**src/rtl/adc_capture_ctrl.sv**
```systemverilog
module adc_capture_ctrl #(
  parameter int DIV       = 8,
  parameter int PERIOD_W  = 10,
  parameter int FRAME_LEN = 16,
  parameter int PD_LEN    = 8,
  parameter int RES_W     = 12
) (
  input  logic                clk,
  input  logic                rst_n,
  input  logic [PERIOD_W-1:0] period_i,
  input  logic [1:0]          res_sel_i,
  input  logic                pd_req_i,
  input  logic                wake_req_i,
  input  logic                sdata_i,
  output logic                cs_n_o,
  output logic                sclk_o,
  output logic                smp_valid_o,
  output logic [RES_W-1:0]    smp_data_o
);
  localparam int HALF    = DIV / 2;
  localparam int DIV_W   = $clog2(DIV);
  localparam int BIT_W   = $clog2(FRAME_LEN);
  localparam int MIN_PER = FRAME_LEN + 1;
  localparam int LO_W    = $clog2(FRAME_LEN * DIV + 1) + 1;

  typedef enum logic [1:0] {FK_DATA, FK_PD, FK_WAKE} kind_t;

  logic [DIV_W-1:0]     div_cnt;
  logic [PERIOD_W-1:0]  pcnt;
  logic [BIT_W-1:0]     bcnt;
  logic [FRAME_LEN-1:0] sr;
  logic                 act, sclk_q, asleep, pd_pend, wake_pend;
  kind_t                kind;

  wire tick = (div_cnt == DIV_W'(DIV - 1));
  wire fall = act && (div_cnt == DIV_W'(HALF - 1));
  wire [PERIOD_W-1:0] eff = (period_i < PERIOD_W'(MIN_PER)) ? PERIOD_W'(MIN_PER) : period_i;
  wire [BIT_W-1:0] last_bit = (kind == FK_PD) ? BIT_W'(PD_LEN - 1) : BIT_W'(FRAME_LEN - 1);
  wire [2:0] shamt = (res_sel_i == 2'b01) ? 3'd2 : (res_sel_i == 2'b10) ? 3'd4 : 3'd0;
  wire [RES_W-1:0] result = sr[RES_W-1:0] >> shamt;

  assign cs_n_o = ~act;
  assign sclk_o = sclk_q;

  always_ff @(posedge clk or negedge rst_n) begin
    if (!rst_n) begin
      div_cnt     <= '0;
      pcnt        <= '0;
      bcnt        <= '0;
      sr          <= '0;
      act         <= 1'b0;
      sclk_q      <= 1'b1;
      asleep      <= 1'b0;
      pd_pend     <= 1'b0;
      wake_pend   <= 1'b0;
      kind        <= FK_DATA;
      smp_valid_o <= 1'b0;
      smp_data_o  <= '0;
    end else begin
      div_cnt     <= tick ? '0 : div_cnt + 1'b1;
      pd_pend     <= pd_pend | (pd_req_i & ~asleep);
      wake_pend   <= wake_pend | (wake_req_i & asleep);
      smp_valid_o <= 1'b0;
      if (fall) begin
        sclk_q <= 1'b0;
        sr     <= {sr[FRAME_LEN-2:0], sdata_i};
      end
      if (tick) begin
        sclk_q <= 1'b1;
        pcnt   <= (pcnt >= eff - 1'b1) ? '0 : pcnt + 1'b1;
        if (act) begin
          if (bcnt == last_bit) begin
            act <= 1'b0;
            case (kind)
              FK_DATA: begin
                smp_valid_o <= 1'b1;
                smp_data_o  <= result;
              end
              FK_PD: begin
                asleep  <= 1'b1;
                pd_pend <= 1'b0;
              end
              default: asleep <= 1'b0;
            endcase
          end else begin
            bcnt <= bcnt + 1'b1;
          end
        end else if (pcnt == '0) begin
          bcnt <= '0;
          if (asleep) begin
            if (wake_pend) begin
              act       <= 1'b1;
              kind      <= FK_WAKE;
              wake_pend <= 1'b0;
            end
          end else if (pd_pend) begin
            act     <= 1'b1;
            kind    <= FK_PD;
            pd_pend <= 1'b0;
          end else begin
            act  <= 1'b1;
            kind <= FK_DATA;
          end
        end
      end
    end
  end

  logic [LO_W-1:0]  lo_cnt;
  logic [DIV_W:0]   hi_cnt;

  always_ff @(posedge clk or negedge rst_n) begin
    if (!rst_n) begin
      lo_cnt <= '0;
      hi_cnt <= (DIV_W + 1)'(DIV);
    end else begin
      lo_cnt <= cs_n_o ? '0 : lo_cnt + 1'b1;
      if (!cs_n_o) hi_cnt <= '0;
      else if (hi_cnt < (DIV_W + 1)'(DIV)) hi_cnt <= hi_cnt + 1'b1;
    end
  end

  assert_sclk_idle_R3: assert property (@(posedge clk) disable iff (!rst_n)
    cs_n_o |-> sclk_o);

  assert_frame_len_R2: assert property (@(posedge clk) disable iff (!rst_n)
    $rose(cs_n_o) |-> (lo_cnt == LO_W'(FRAME_LEN * DIV) || lo_cnt == LO_W'(PD_LEN * DIV)));

  assert_valid_at_end_R5: assert property (@(posedge clk) disable iff (!rst_n)
    smp_valid_o |-> $rose(cs_n_o));

  assert_valid_pulse_R5: assert property (@(posedge clk) disable iff (!rst_n)
    smp_valid_o |=> !smp_valid_o);

  assert_min_gap_R8: assert property (@(posedge clk) disable iff (!rst_n)
    $fell(cs_n_o) |-> (hi_cnt >= (DIV_W + 1)'(DIV)));
endmodule

```
**config.mk**
```make
export PLATFORM = sky130hd
export DESIGN_NAME = adc_capture_ctrl
export DESIGN_NICKNAME = d
export VERILOG_FILES = /design/src/rtl/adc_capture_ctrl.sv
export SDC_FILE = /design/constraint.sdc
export NUM_CORES = 1
export LEC_CHECK = 0
export ABC_AREA = 1
export CORE_UTILIZATION = 60
export DETAILED_ROUTE_END_ITERATION = 10
export PLACE_DENSITY = 0.83
export SLEW_MARGIN = 15
export SYNTH_ARGS = -nofsm -noshare
export SYNTH_HDL_FRONTEND = slang
export SYNTH_SLANG_ARGS = --single-unit
```
**constraint.sdc**
```tcl
create_clock -name clk -period 3.05 [get_ports clk]
set_input_delay 0.61 -clock clk [delete_from_list [all_inputs] [get_ports clk]]
set_output_delay 0.61 -clock clk [all_outputs]
set_load 0.005 [all_outputs]
```
---- Word level (Yosys, flattened, before mapping) ----
Index checks and enable logic that the tools add are counted.
storage, ports and cells
  flip-flop bits (word level) ............. 49
  latch bits .............................. 0
  memory bits (writable) .................. 0
  bits in read-only memories .............. 0
  input port bits ......................... 17
  output and inout bits ................... 15
  memories kept ........................... 0
operators by class
  add/sub/neg operators ................... 4
  $mul .................................... 0
  div/mod/pow operators ................... 0
  magnitude comparators ................... 2
  equality and inequality tests ........... 8
  shifts and indexed selects .............. 1
  multiplexer cells ....................... 36
  bitwise logic cells ..................... 7
  reductions and logical operators ........ 9
operators by type and width
  kind                                                  count
  two-way mux 1 bit                                     24
  two-way mux 10 bit                                    2
  two-way mux 4 bit                                     4
  AND reduction 4 bit                                   3
  >> shifter 12 x 3 -> 12 bit                           1
  adder 10 x 1 -> 10 bit (second input constant)        1
  >= comparator 10 bit                                  1
  logical NOT 10 bit                                    1
  < comparator 10 x 5 -> 1 bit (second input constant)  1
  subtractor 10 x 1 -> 10 bit (second input constant)   1
  two-way mux 3 bit                                     3
  adder 4 x 1 -> 4 bit (second input constant)          1
  == test 2 x 1 -> 1 bit (second input constant)        2
  == test 4 bit                                         1
  two-way mux 2 bit                                     2
  nonzero test 2 bit                                    2
  adder 3 x 1 -> 3 bit (second input constant)          1
  == test 3 x 2 -> 1 bit (second input constant)        1
  == test 3 bit (second input constant)                 1
  NOT 1 bit                                             3
  AND reduction 3 bit                                   1
  bitwise AND 1 bit                                     2
  == test 2 bit (second input constant)                 1
  logical NOT 2 bit                                     1
  other kinds (5)                                       6

---- Logic depth before layout (Yosys ltp) ----
Gate-level depths: netlist (run 1).
  depth after elaboration ................. 8
  gate-level depth with buffers ........... 16
  mapped depth without buffers ............ 16

---- Worst setup path before layout (run 1) ----
Ideal clock, no wire load.
  kind .................................... input to register
  start point ............................. in period_i[6]
  end point ............................... reg pcnt[0]
  arrival time ............................ 2.278 ns
  data required time ...................... 2.924 ns
  setup slack ............................. 0.646 ns
  stages .................................. 14
  path buffers ............................ 0
  cells stage by stage .................... nor2_2 -> inv_1 -> nor2_2 -> nand2_2 -> nand2_1 -> ha_1 -> nand2_1 -> xor2_1 -> ha_1 -> nand2_1 -> o21ai_0 -> nand2_1 -> nand3_2 -> o21ai_0
between the ends
  longest elaborated chain between the ends .. 5
ends and longest elaborated chain
  element                          line  text
  start, declared                  10    input logic [PERIOD_W-1:0] period_i,
  < comparator 10 x 5 -> 1 bit     37    wire [PERIOD_W-1:0] eff = (period_i < PERIOD_W'(MIN_PER)) ? PERIOD_W'(MIN_PER) : period_i;
  two-way mux 10 bit (*)           37
  subtractor 10 x 1 -> 10 bit (*)  70    pcnt <= (pcnt >= eff - 1'b1) ? '0 : pcnt + 1'b1;
  >= comparator 10 bit (*)         70
  two-way mux 10 bit (*)           70
  end signal, assigned             70
  end, declared                    29    logic [PERIOD_W-1:0] pcnt;
Every way passes the cells marked *; elsewhere a longest branch is shown, timed or not.
A chain may end at the register's enable or synchronous reset.

---- Worst setup path after layout (run 1) ----
  start point ............................. in period_i[1]
  end point ............................... reg pcnt[3]
Same word-level chain as after synthesis.

==> summary.txt, run 1 <==
Run status
  • Outcome: completed

Floorplan
  • Initial core utilization: roughly 63%
  • # IOs: 32
  • Vertical die dimension: around 70 um
  • Placeable core area: ~4400 um^2
  • Floorplan die width: between 70 and 80 um
  • Floorplan row count: 24
  • Die area: just under 5000 um^2

STA
  • Setup repair after global routing missed its margin: false
  • Tightest slew margin relative to the limit: 56.1%
  • Crit path setup slack, layout: 0.253 ns
  • Final cycle utilization of the critical path: roughly nine tenths
  • Achievable Freq: approximately 0.36 GHz
  • Hold Violations, Final: 0
  • Summed negative setup slack over all endpoints: 0 ns
  • Count of final max-slew check failures: 0
  • Number of setup violations in the final report: 0
  • Fin crit period: 2.80 ns
  • Worst Max-Slew Pin Slew: roughly 0.66 ns
  • Clock Skew: between 0.01 and 0.015 ns

Routing
  • Routed via count: approximately 2,300
  • Residual antenna-violating net count after detailed routing: 0
  • Drt first-iter violations: about 140
  • Vias per Instance: 5.36
  • DRC: 0
  • Average wire per standard cell: 12.1 um
  • Pre-antenna DRT Iters: 4
  • Routed wire length: between 5000 and 6000 um

Synthesis
  • Proportion of netlist area held by the largest area contributor: a little over two fifths
  • Synthesized cell area: roughly 2800 um^2
  • Leading cell types by total area after synthesis: dfrtp_1 43%, nand2_1 12%, ha_1 7.7%, inv_1 5.4%, a21oi_1 4.3%
  • Synth area leader: dfrtp_1
  • Synthesized area divided by synthesized cell count: ~8.0 um^2
  • Cells after synthesis: between 300 and 400
  • Register area share after synthesis: ~44%
  • Warning count from the yosys run: 0
  • Post-Syn Nets: 380
  • Seq cells post-synth: 49
  • Yosys cell types: 34

Clocking
  • Post-cts hold buffer count: 0
  • Cells resized by post-CTS repair: 0
  • Maximum buffer depth of the clock tree: 2
  • Clock tree root buffer cell: clkbuf_8
  • Clock transition at the registers of the reported paths: 0.10 ns
  • Total setup buffers inserted after CTS: 0
  • Number of buffers inserted during clock tree synthesis: 5
  • Number of H-tree levels: 2
  • Clock latency at the later pin of the worst-skew pair: approximately 0.30 ns
  • Clk sink count: 49
  • CTS tree: yes

Global route
  • Global routing usage summed across all routing layers: 23.2%
  • Global-route wire length before repair: between 9000 and 10,000 um
  • Via count of the first global-routing pass: 2,193
  • Pin count of the biggest net entering global routing: 50
  • Number of antenna violations at the first check in global routing: 0
  • Total overflow reported by the global router: 0

Worst hold path
  • Type of the worst min-delay path: primary input to asynchronous set/reset pin

Cells and area
  • Synthesis-to-finish area growth: 17.8%
  • Final cell count without fillers: around 440
  • Antenna cells: 0
  • Nets@finish: ~420
  • Fraction of layout instances using a drive strength above 1: between 9 and 10%

Pwr
  • Leakage power: approximately 1.6 nW
  • Peak supply drop: 291 uV
  • Power Dens Cells: between 300 and 400 nW/um^2
  • Total design power: roughly 1.2 mW

Critical path
  • Crit end category: flip-flop
  • Cell chain of the critical path: clkdlybuf4s50_1, nor2_1, nand2_1, nand2_1, a21oi_1, ha_2, nand4_1, nand2_1, inv_1, ha_1, nand2_1, nor2_1, nand3_1, nand3_4, a21oi_1
  • Cell with the largest stage delay on the worst path: clkdlybuf4s50_1
  • Buffering stage count on the worst path with inverters included: 2
  • Flop2flop setup slack: between 1 and 1.5 ns
  • Endpoint arrival time on the critical path: 2.97 ns
  • Worst path top cell family by delay: simple AND/OR/NAND/NOR gates
  • Worst-path fanout max: 10
  • Most frequent cell on the critical path: nand2_1
  • Nature of the critical path startpoint: primary input
  • Crit path largest cell delay: a little under 0.5 ns
  • Critical path class: primary input to flip-flop
  • Required time at the worst-slack endpoint: around 3.2 ns

Run
  • Max_cap viols: 0

Place
  • Routability congestion estimate from global placement: around 0.83
  • Detailed-placement wirelength estimate: 3930 um
  • Post-placement cell count: approximately 430
  • Port-buffer cells: 31
  • Post-placement worst setup slack: -0.0736 ns
cells by family (layout without fill, tap and decap cells):
kind of cell,Yosys count,after routing,share of synthesized area (%)
compound gates,69,69,13.5
fa+ha+maj,17,17,7.66
xor+xnor,9,9,2.84
buf+inv,49,87,7.52
flops,49,49,44.2
mux,1,1,0.405
simple gates,152,152,23.9
metal layers:
layer	vias up	wire, um	share of wire (%)	track usage, %
met1	1094	2450	46	30.1
met4	0	48	0.91	6.00
met5	-	0	0	0
met3	5	148	2.8	4.33
met2	37	2650	50	40.0
li1	1201	-	-	-
placed cells by master, fill, tap and decap left out, types with 8 or more instances in the layout:
master | netlist | final
a21oi_1 | 24 | 24
clkdlybuf4s50_1 | 0 | 30
dfrtp_1 | 48 | 48
ha_1 | 17 | 16
inv_1 | 40 | 40
nand2_1 | 88 | 88
nand3_1 | 18 | 18
nor2_1 | 25 | 25
o21ai_0 | 23 | 23
o21ai_1 | 8 | 8
xor2_1 | 8 | 8
cell type report:
| type | instances | area, um^2 |
|---|---|---|
| clock buffer | 5 | 68.8 |
| tap | 52 | 65.1 |
| sequential | 49 | 1230 |
| timing repair buffer | 37 | 353 |
| inverter | 42 | 163 |
| multi-input combinational | 248 | 1350 |
| clock inverter | 3 | 43.8 |
| fill | 340 | 1140 |
metrics by stage:
| stage | util [%] | hold slack, ns | instance area [um^2] |
|---|---|---|---|
| floorplan | - | 0.314 | 2780 |
| global placement | 71.3 | 0.417 | 3150 |
| detailed placement | 71.3 | 0.423 | 3150 |
| CTS | 73.8 | 0.436 | 3260 |
| global route | 74.1 | 0.343 | 3270 |
| finish | 74.1 | 0.295 | 3270 |
path summary, 6_finish.rpt:
kind | endpoint | start | cells past startpoint
min in group clk | div_cnt[0]$_DFF_PN0_ | div_cnt[0]$_DFF_PN0_ | 1
worst max-delay path | pcnt[3]$_DFFE_PN0P_ | period_i[1] | 15
worst min-delay path | smp_data_o[10]$_DFFE_PN0P_ | rst_n | 1
worst min register to register | div_cnt[0]$_DFF_PN0_ | div_cnt[0]$_DFF_PN0_ | 1
max in group asynchronous | pcnt[3]$_DFFE_PN0P_ | rst_n | 1
worst max register to register | pcnt[9]$_DFFE_PN0P_ | div_cnt[0]$_DFF_PN0_ | 10
cells in the mapped netlist (all sizes together):
cell type and number:
clkbuf 3, nor3 2, o21bai 1, a22oi 2, mux2 1, nand3 20, o22ai 7, o21a 1
o211ai 1, nand2 94, dfrtp 48, clkinv 1, nor2 31, a21oi 24, inv 41, o21ai 32
nand3b 1, xnor2 1, o311ai 1, ha 17, dfstp 1, nand4 4, xor2 8, buf 4
state kept, by name (all words and copies together), names as in the netlist:
name and count:
kind 2, sr 12, sclk_o 1, smp_data_o 12, pd_pend 1, div_cnt 3
pcnt 10, act 1, wake_pend 1, smp_valid_o 1, asleep 1, bcnt 4
power breakdown:
part | internal [mW] | leakage (nW) | switching, mW | total (mW)
clock network | 0.246 | 0.0585 | 0.220 | 0.466
registers | 0.653 | 0.567 | 0.00381 | 0.657
logic | 0.0427 | 0.926 | 0.0570 | 0.0997
(Power assumes the default switching activity.)
==> run 2, diff against run 1 <==
--- a/config.mk
+++ b/config.mk
@@ -6,9 +6,10 @@
 export NUM_CORES = 1
 export LEC_CHECK = 0
 export ABC_AREA = 1
-export CORE_UTILIZATION = 60
+export CAP_MARGIN = 5
+export CORE_UTILIZATION = 55
 export DETAILED_ROUTE_END_ITERATION = 10
-export PLACE_DENSITY = 0.83
+export PLACE_DENSITY = 0.76
 export SLEW_MARGIN = 15
 export SYNTH_ARGS = -nofsm -noshare
 export SYNTH_HDL_FRONTEND = slang
==> run 2 against run 1 <==
  * Flip-flop and latch count is the same
  * Cell area rose by 0.31%
  * Setup slack gained 0.0084 ns
  * Global-route usage shrank 1.8 points
  * Wire length decreased by 5.2%
  * Die area increased by 8.8%
==> summary.txt, run 2 (synthesized netlist as in run 1, its figures left out) <==
Cells and area
  • Final cell count without fillers: 453 (+3.9%)
  • Fill cell total of the finished layout: 425 (+25%)
  • Synthesis-to-finish area growth: 18.2%
  • Commonest non-fill, non-tap cell in the layout: nand2_1
  • Fraction of layout instances using a drive strength above 1: 9.59% (+0.47 points)
  • Antenna cells: 0 (unchanged)
  • Most frequent cells in the layout: 88 x nand2_1, 48 x dfrtp_1, 40 x inv_1
  • Regs by FF count: smp_data_o (12), sr (12), pcnt (10)
  • Nets@finish: 419 (+0.48%)

Critical path
  • Nature of the critical path startpoint: primary input
  • Crit end category: flip-flop
  • Required time at the worst-slack endpoint: 3.23 ns (about the same)
  • Critical path class: primary input to flip-flop
  • Worst-path fanout max: 10 (unchanged)
  • Endpoint arrival time on the critical path: 2.97 ns (about the same)

Routing
  • DRC: 0 (unchanged)
  • Average wire per standard cell: 11.1 um (-8.7%)
  • Routed wire length: 5020 um (-5.2%)
  • Routed via count: 2,309 (-1.2%)
  • Residual antenna-violating net count after detailed routing: 0 (unchanged)
  • Drt first-iter violations: 165 (+20%)
  • Vias per Instance: 5.10 (-4.9%)
  • Pre-antenna DRT Iters: 4 (unchanged)

Place
  • Post-placement worst setup slack: -0.0718 ns (+0.00179 ns)
  • Routability congestion estimate from global placement: 0.787 (-5.5%)
  • Post-placement cell count: 445 (+4.0%)
  • Detailed-placement wirelength estimate: 3810 um (-3.1%)
  • Port-buffer cells: 31 (unchanged)

Floorplan
  • Placeable core area: 4790 um^2 (+8.4%)
  • Floorplan die width: 73.1 um (+4.3%)
  • Initial core utilization: 58.0% (-4.9 points)
  • # IOs: 32 (unchanged)
  • Floorplan row count: 25 (+4.2%)
  • Vertical die dimension: 73.1 um (+4.3%)
  • Die area: 5340 um^2 (+8.8%)

Clocking
  • Clock transition at the registers of the reported paths: 0.09 ns (about the same)
  • Clock tree root buffer cell: clkbuf_8
  • Post-cts hold buffer count: 0 (unchanged)
  • Clk sink count: 49 (unchanged)
  • Cells resized by post-CTS repair: 0 (unchanged)
  • Number of H-tree levels: 2 (unchanged)
  • Maximum buffer depth of the clock tree: 2 (unchanged)
  • Number of buffers inserted during clock tree synthesis: 5 (unchanged)
  • Clock latency at the later pin of the worst-skew pair: 0.30 ns (about the same)
  • Total setup buffers inserted after CTS: 0 (unchanged)
  • CTS tree: yes

STA
  • Hold Violations, Final: 0 (unchanged)
  • Setup repair after global routing missed its margin: false
  • Worst Max-Slew Pin Slew: 0.631 ns (-0.0267 ns)
  • Crit path setup slack, layout: 0.261 ns (+0.00839 ns)
  • Tightest slew margin relative to the limit: 57.9% (+1.8 points)
  • Fin crit period: 2.79 ns (-0.00839 ns)
  • Clock Skew: 0.00777 ns (-0.00360 ns)
  • Number of setup violations in the final report: 0 (unchanged)
  • Final cycle utilization of the critical path: 91.4% (-0.28 points)
  • Achievable Freq: 0.359 GHz (+0.30%)
  • Count of final max-slew check failures: 0 (unchanged)

Global route
  • Pin count of the biggest net entering global routing: 50 (unchanged)
  • Total overflow reported by the global router: 0 (unchanged)
  • Via count of the first global-routing pass: 2,097 (-4.4%)
  • Global routing usage summed across all routing layers: 21.4% (-1.8 points)
  • Number of antenna violations at the first check in global routing: 0 (unchanged)
  • Global-route wire length before repair: 8980 um (-3.1%)

Run status
  • Outcome: completed

Pwr
  • Power Dens Cells: 353 nW/um^2 (-5.6%)
  • Peak supply drop: 227 uV (-22%)
  • Total design power: 1.16 mW (-5.3%)
  • Leakage power: 1.55 nW (about the same)

Worst hold path
  • Type of the worst min-delay path: primary input to asynchronous set/reset pin

Run
  • Max_cap viols: 0 (unchanged)
run 2: path summary, 6_finish.rpt:
| check | cells past startpoint | endpoint | slack, ns | from |
|---|---|---|---|---|
| max | 15 | pcnt[3]$_DFFE_PN0P_ | 0.26 | period_i[1] |
| min reg2reg | 1 | div_cnt[0]$_DFF_PN0_ | 0.45 | div_cnt[0]$_DFF_PN0_ |
| min | 1 | kind[1]$_DFFE_PN0P_ | 0.30 | rst_n |
| max in group asynchronous | 1 | pcnt[4]$_DFFE_PN0P_ | 2.35 | rst_n |
| max reg2reg | 9 | pcnt[9]$_DFFE_PN0P_ | 1.21 | div_cnt[0]$_DFF_PN0_ |
| min in group clk | 1 | div_cnt[0]$_DFF_PN0_ | 0.45 | div_cnt[0]$_DFF_PN0_ |
run 2: critical path, cell delays in order:
cell	delay (ns)
clkdlybuf4s50_1	0.50
nor2_1	0.05
nand2_1	0.09
nand2_1	0.08
a21oi_1	0.24
ha_2	0.29
nand4_1	0.11
nand2_1	0.10
inv_1	0.05
ha_1	0.26
nand2_1	0.06
nor2_1	0.15
nand3_1	0.11
nand3_2	0.19
a21oi_1	0.10
run 2: layout make-up:
type / count / area (um^2) / share of cell area, %
clock inverters: 2 / 13.8 / 0.419
repair buffers: 39 / 368 / 11.2
flip-flops and latches: 49 / 1230 / 37.4
well taps: 67 / 83.8 / 2.55
inverters: 42 / 163 / 4.96
clock buffers: 6 / 82.6 / 2.52
multi-input cells: 248 / 1340 / 40.9
run 2: layer usage:
metal / GRT usage, % / vias up / wire length, um
met5: 0 / - / 0
li1: - / 1210 / -
met3: 4.14 / 7 / 126
met1: 28.2 / 1060 / 2520
met2: 36.3 / 32 / 2320
met4: 5.45 / 0 / 50
run 2: per-stage QoR:
step	util, %	hold slack (ns)	TNS (ns)	cell area (um^2)
4_1_cts	68.5	0.452	0	3280
5_1_grt	68.6	0.359	0	3280
3_3_place_gp	66.5	0.421	0	3180
2_1_floorplan	-	0.314	0	2780
3_5_place_dp	66.5	0.438	-0.575	3180
6_report	68.6	0.304	0	3280
run 2: where the power goes:
group / switching, mW / total, mW / leakage [nW] / internal (mW)
Sequential: 0.00394 / 0.657 / 0.567 / 0.653
Clock: 0.216 / 0.400 / 0.0512 / 0.184
Combinational: 0.0565 / 0.101 / 0.934 / 0.0443
Total: 0.276 / 1.16 / 1.55 / 0.882
